`src/rtl/dc_shuffler_pkg.sv`:
```
package dc_shuffler_pkg;
  typedef enum logic {
    MEM_DIST  = 1'b0,
    MEM_BLOCK = 1'b1
  } mem_kind_e;
endpackage

```
`src/rtl/dc_ctrl.sv`:
```
module dc_ctrl #(
  parameter int DEPTH = 4,
  localparam int AW = (DEPTH > 1) ? $clog2(DEPTH) : 1
) (
  input  logic          clk_i,
  input  logic          rst_ni,
  input  logic          valid_i,
  output logic [AW-1:0] addr_o,
  output logic          sel_o,
  output logic          primed_o
);
  localparam logic [AW-1:0] LAST = AW'(DEPTH - 1);

  always_ff @(posedge clk_i or negedge rst_ni) begin
    if (!rst_ni) begin
      addr_o   <= '0;
      sel_o    <= 1'b0;
      primed_o <= 1'b0;
    end else if (valid_i) begin
      if (addr_o == LAST) begin
        addr_o   <= '0;
        sel_o    <= ~sel_o;
        primed_o <= 1'b1;
      end else begin
        addr_o <= addr_o + 1'b1;
      end
    end
  end


  idle_hold_chk: assert property (@(posedge clk_i) disable iff (!rst_ni)
    !valid_i |=> ($stable(addr_o) && $stable(sel_o)));

  sel_toggle_chk: assert property (@(posedge clk_i) disable iff (!rst_ni)
    (valid_i && addr_o == LAST) |=> (sel_o != $past(sel_o)));

  primed_keep_chk: assert property (@(posedge clk_i) disable iff (!rst_ni)
    primed_o |=> primed_o);

  primed_rise_chk: assert property (@(posedge clk_i) disable iff (!rst_ni)
    $rose(primed_o) |-> $past(valid_i));

  addr_range_chk: assert property (@(posedge clk_i) disable iff (!rst_ni)
    addr_o <= LAST);
endmodule

```
`src/rtl/dc_mem.sv`:
```
module dc_mem
  import dc_shuffler_pkg::*;
#(
  parameter int        WIDTH    = 32,
  parameter int        DEPTH    = 4,
  parameter mem_kind_e MEM_KIND = MEM_DIST,
  localparam int AW = (DEPTH > 1) ? $clog2(DEPTH) : 1
) (
  input  logic             clk_i,
  input  logic             we_i,
  input  logic [AW-1:0]    addr_i,
  input  logic [WIDTH-1:0] wdata_i,
  output logic [WIDTH-1:0] rdata_o
);
  localparam logic [AW-1:0] LAST = AW'(DEPTH - 1);

  logic [WIDTH-1:0] mem_q [DEPTH];

  always_ff @(posedge clk_i) begin
    if (we_i) mem_q[addr_i] <= wdata_i;
  end

  generate
    if (MEM_KIND == MEM_DIST) begin : g_dist
      assign rdata_o = mem_q[addr_i];
    end else begin : g_block
      // read one address ahead; forward the word written to that same address
      logic [AW-1:0]    addr_nxt;
      logic [WIDTH-1:0] rd_q;
      always_comb begin
        addr_nxt = addr_i;
        if (we_i) addr_nxt = (addr_i == LAST) ? '0 : addr_i + 1'b1;
      end
      always_ff @(posedge clk_i) begin
        rd_q <= (we_i && addr_nxt == addr_i) ? wdata_i : mem_q[addr_nxt];
      end
      assign rdata_o = rd_q;
    end
  endgenerate
endmodule

```
`src/rtl/dc_xbar.sv`:
```
module dc_xbar #(
  parameter int LANES  = 8,
  parameter int DATA_W = 16,
  localparam int HALF   = LANES / 2,
  localparam int SIDE_W = HALF * DATA_W
) (
  input  logic              sel_i,
  input  logic [SIDE_W-1:0] up_dly_i,
  input  logic [SIDE_W-1:0] lo_in_i,
  output logic [SIDE_W-1:0] up_mid_o,
  output logic [SIDE_W-1:0] lo_mid_o
);
  for (genvar j = 0; j < HALF; j++) begin : g_pair
    assign up_mid_o[j*DATA_W +: DATA_W] = sel_i ? lo_in_i[j*DATA_W +: DATA_W]
                                                : up_dly_i[j*DATA_W +: DATA_W];
    assign lo_mid_o[j*DATA_W +: DATA_W] = sel_i ? up_dly_i[j*DATA_W +: DATA_W]
                                                : lo_in_i[j*DATA_W +: DATA_W];
  end
endmodule

```
`src/rtl/dc_shuffler.sv`:
```
module dc_shuffler
  import dc_shuffler_pkg::*;
#(
  parameter int        LANES    = 8,
  parameter int        DATA_W   = 16,
  parameter int        DEPTH    = 4,
  parameter mem_kind_e MEM_KIND = MEM_DIST
) (
  input  logic                    clk_i,
  input  logic                    rst_ni,
  input  logic                    in_valid_i,
  input  logic [LANES*DATA_W-1:0] in_data_i,
  output logic                    out_valid_o,
  output logic [LANES*DATA_W-1:0] out_data_o
);
  localparam int HALF   = LANES / 2;
  localparam int SIDE_W = HALF * DATA_W;
  localparam int AW     = (DEPTH > 1) ? $clog2(DEPTH) : 1;

  generate
    if (DEPTH == 0) begin : g_wire
      assign out_valid_o = in_valid_i;
      assign out_data_o  = in_data_i;
    end else begin : g_buf
      logic [AW-1:0]     addr;
      logic              sel, primed;
      logic [SIDE_W-1:0] up_in, lo_in, up_dly, up_mid, lo_mid, lo_dly;

      for (genvar j = 0; j < HALF; j++) begin : g_lane
        assign up_in[j*DATA_W +: DATA_W] = in_data_i[(2*j)*DATA_W +: DATA_W];
        assign lo_in[j*DATA_W +: DATA_W] = in_data_i[(2*j+1)*DATA_W +: DATA_W];
        assign out_data_o[(2*j)*DATA_W +: DATA_W]   = up_mid[j*DATA_W +: DATA_W];
        assign out_data_o[(2*j+1)*DATA_W +: DATA_W] = lo_dly[j*DATA_W +: DATA_W];
      end

      dc_ctrl #(.DEPTH(DEPTH)) u_ctrl (
        .clk_i, .rst_ni, .valid_i(in_valid_i),
        .addr_o(addr), .sel_o(sel), .primed_o(primed)
      );

      dc_mem #(.WIDTH(SIDE_W), .DEPTH(DEPTH), .MEM_KIND(MEM_KIND)) u_mem_up (
        .clk_i, .we_i(in_valid_i), .addr_i(addr), .wdata_i(up_in), .rdata_o(up_dly)
      );

      dc_xbar #(.LANES(LANES), .DATA_W(DATA_W)) u_xbar (
        .sel_i(sel), .up_dly_i(up_dly), .lo_in_i(lo_in),
        .up_mid_o(up_mid), .lo_mid_o(lo_mid)
      );

      dc_mem #(.WIDTH(SIDE_W), .DEPTH(DEPTH), .MEM_KIND(MEM_KIND)) u_mem_lo (
        .clk_i, .we_i(in_valid_i), .addr_i(addr), .wdata_i(lo_mid), .rdata_o(lo_dly)
      );

      assign out_valid_o = in_valid_i & primed;


      idle_out_chk: assert property (@(posedge clk_i) disable iff (!rst_ni)
        !in_valid_i |-> !out_valid_o);
    end
  endgenerate
endmodule

```
`config.mk`:
```
export PLATFORM = sky130hd
export DESIGN_NAME = dc_shuffler
export DESIGN_NICKNAME = d
export VERILOG_FILES = /design/src/rtl/dc_shuffler_pkg.sv /design/src/rtl/dc_ctrl.sv /design/src/rtl/dc_mem.sv /design/src/rtl/dc_xbar.sv /design/src/rtl/dc_shuffler.sv
export SDC_FILE = /design/constraint.sdc
export NUM_CORES = 1
export LEC_CHECK = 0
export ABC_CLOCK_PERIOD_IN_PS = 5100
export BUFFER_PORTS_ARGS = -buffer_cell sky130_fd_sc_hd__clkbuf_2
export CORE_UTILIZATION = 55
export DETAILED_ROUTE_END_ITERATION = 10
export GPL_TIMING_DRIVEN = 0
export PLACE_DENSITY_LB_ADDON = 0.1
export SLEW_MARGIN = 0
export SYNTH_ARGS = -nofsm -noshare
export SYNTH_HDL_FRONTEND = slang
export SYNTH_SLANG_ARGS = --single-unit
```
`constraint.sdc`:
```
create_clock -name clk_i -period 5.1 [get_ports clk_i]
set_input_delay 1.02 -clock clk_i [delete_from_list [all_inputs] [get_ports clk_i]]
set_output_delay 1.02 -clock clk_i [all_outputs]
set_load 0.005 [all_outputs]
```
==> run metrics <==
Pwr per Cell Area 597 mW/mm²; Hold Path Class primary input to async pin; asr flop ratio synth 0.00775; post-layout worst setup margin 1180 ps; Layout area overhead 17.4%; Yosys reg bits 516; Storage cell area 0.0155 mm²; internal cell power 9.77 mW; Mapped Area 0.0206 mm²; clk buf depth 3; Post-synth EDFFs 512; initial core utilization 0.561; area fraction of the dominant cell type after synthesis 0.746; basic-gate share of the synthesized area counting and, or, nand and nor cells 0.0230; initial antenna violation count 4; Die ar. 0.0382 mm²; worst-skew pair later-pin latency 580 ps; Peak VDD IR 391 µV; post-layout instance area 0.0242 mm²; cell taking the most area after synthesis edfxtp_1; placed cell area 0.0227 mm²; Die Wd 196 µm; final layout net count 1510; Clock Pin Slew Worst Setup and Hold Paths 60 ps; Final Max Tran Viols 0; core box area 0.0367 mm²; Post-Synth XOR/XNOR Area 0.000425; Tot GR Track Use 0.247; top area cells in the synthesized netlist edfxtp_1 (75%), mux4_2 (7.0%), mux2i_1 (6.2%), a222oi_1 (3.1%), o221ai_1 (2.7%); syn nets 1191; hold buffers post-CTS 0; Final Total Pwr 14.4 mW; Tmin final 3920 ps; 1st-iter DRT viols 1127; post-CTS sizing 0; setup bufs post-CTS 0; WL/cell 25.0 µm; DP HPWL 30000 µm; most frequent cell after synthesis edfxtp_1; WS Path Type flip-flop to output port; Final Util 0.659; RSZ-0062 raised after global routing false; Fillers 2559; final hold vios 0; adder-cell share of the synthesized area 0.00243; vias in the first global route 11500; P_sw 4.68 mW; area occupied by multi-input gates 0.00448 mm²; Synth Area in Compound Gates 0.0588; post-synthesis cell type count 24; mux contribution to synthesized area 0.132; Residual DRC 0; clock root cell clkbuf_16; main combinational cell family by area after synthesis multiplexers; clk sink count 516; Slew HR 0.385; first-pass GRT wire length 68900 µm; layout cell share with drive strength beyond 1 0.309; Setup Skew 14.0 ps; number of buffers created by CTS 50; top post-synthesis cells by count edfxtp_1 (512), mux2i_1 (128), inv_1 (66); Pre-Repair DR Iteration Count 6; TritonCTS clock tree yes; Synth Flop Type edfxtp_1; Setup crit end kind output port; largest net degree at the start of global routing 56; CP required 4080 ps; worst hold margin 269 ps; Vias/cell 6.05; Final period util 0.768; cell count after synthesis 1056; WL final 47000 µm; pre-CTS WS 1850 ps; H-tree depth 2; GPL Wtd Cong 0.746; Overflow after GRT 0; fmax 255 MHz; synthesis warning total 0; Sw Share 0.324; Comb pwr share 0.345; Least-Margin Pin Slew 921 ps; post-route antenna net violation count 0; Vias 11400; PortBufs 259; status finished clean; Die H 196 µm; setup TNS 0 ps; sequential share of power 0.423; Placed Cells 1791; Leakage Power 8.75 nW; num rows 70; CP Max Fanout 10; final non-filler cell total 1882; Seq/Total Area, Yosys 0.751; Worst EP arrival 2900 ps; syn avg cell area 19.5 µm²; Worst setup SP type flip-flop; Max Cap Violations 0; final setup fails 0; I/O pin total 260; Clock Power Share 0.232
==> metal layers <==
metal | GRT usage | part of all wire | vias up
met2 | 0.398 | 0.48 | 520
met5 | 0 | 0.00051 | -
met4 | 0.0811 | 0.023 | 4
met3 | 0.0584 | 0.091 | 70
li1 | - | - | 5041
met1 | 0.336 | 0.40 | 5744
==> flip-flops by register name, indices dropped and copies added, names as in the netlist <==
name                   count
g_buf.u_mem_lo.mem_q     256
g_buf.u_ctrl.sel_o         1
g_buf.u_mem_up.mem_q     256
g_buf.u_ctrl.primed_o      1
g_buf.u_ctrl.addr_o        2
==> cells by family (layout without fill, tap and decap cells) <==
logic type | count (synthesis) | after routing
AOI/OAI and AO/OA | 130 | 130
xor gates and xnor gates | 1 | 1
adders and majority gates | 4 | 4
buffers and inverters | 137 | 494
DFF | 516 | 516
muxes | 192 | 192
other | 0 | 1
and+or+nand+nor | 76 | 76
==> cells in the final DEF, fill, tap and decap left out <==
master and instances:
clkinvlp_4 1, buf_12 3, and2_1 1, buf_4 8, buf_1 1, diode_2 1
inv_1 66, or3b_1 1, nand2b_1 65, a222oi_1 64, and2_4 4, nand2_1 2
dfrtp_1 4, buf_8 1, o221ai_1 64, or2_2 1, buf_6 10, xor2_1 1
clkbuf_16 53, nor2b_1 1, buf_2 14, mux4_2 64, o21ai_0 2, clkbuf_2 259
mux2i_1 128, clkinv_2 12, buf_16 6, ha_1 4, nor2_2 1, clkbuf_1 45
edfxtp_1 512, clkinv_1 15
==> critical path, stage by stage, from the launching register on <==
cell	delay (ps)
dfrtp_1	400
buf_2	160
nor2_2	720
clkbuf_1	590
a222oi_1	260
clkbuf_2	190
==> power by group through the flow <==
| stage | sequential [mW] | combinational, mW | clock [mW] |
|---|---|---|---|
| after detailed placement | 6.20 | 5.03 | 0 |
| after floorplan | 6.23 | 2.90 | 0 |
| after CTS | 6.11 | 5.05 | 3.41 |
| final | 6.10 | 4.98 | 3.36 |
| after global routing | 6.17 | 5.34 | 3.55 |
| after global placement | 6.34 | 4.86 | 0 |
==> layout make-up <==
type | instances | share of cell area
diodes | 1 | 0.000103
clock buffers | 62 | 0.0562
inverters | 66 | 0.0102
multi-input cells | 403 | 0.185
plain buffers | 71 | 0.0172
flip-flops and latches | 516 | 0.640
well taps | 468 | 0.0242
clock inverters | 28 | 0.00512
repair buffers | 267 | 0.0621
==> final timing paths <==
kind | start | to | slack (ps) | cells past startpoint
min in group clk_i | g_buf.u_ctrl.primed_o | g_buf.u_ctrl.primed_o | 480 | 1
setup reg to reg | g_buf.u_ctrl.addr_o[0] | g_buf.u_mem_up.mem_q[2][19] | 2460 | 7
max in group asynchronous | rst_ni | g_buf.u_ctrl.sel_o | 4680 | 1
hold reg to reg | g_buf.u_ctrl.primed_o | g_buf.u_ctrl.primed_o | 480 | 1
hold / removal | rst_ni | g_buf.u_ctrl.primed_o | 270 | 1
setup / recovery | g_buf.u_ctrl.addr_o[1] | out_data_o[38] | 1180 | 5
Note: power is estimated with default switching activity, not from simulation.
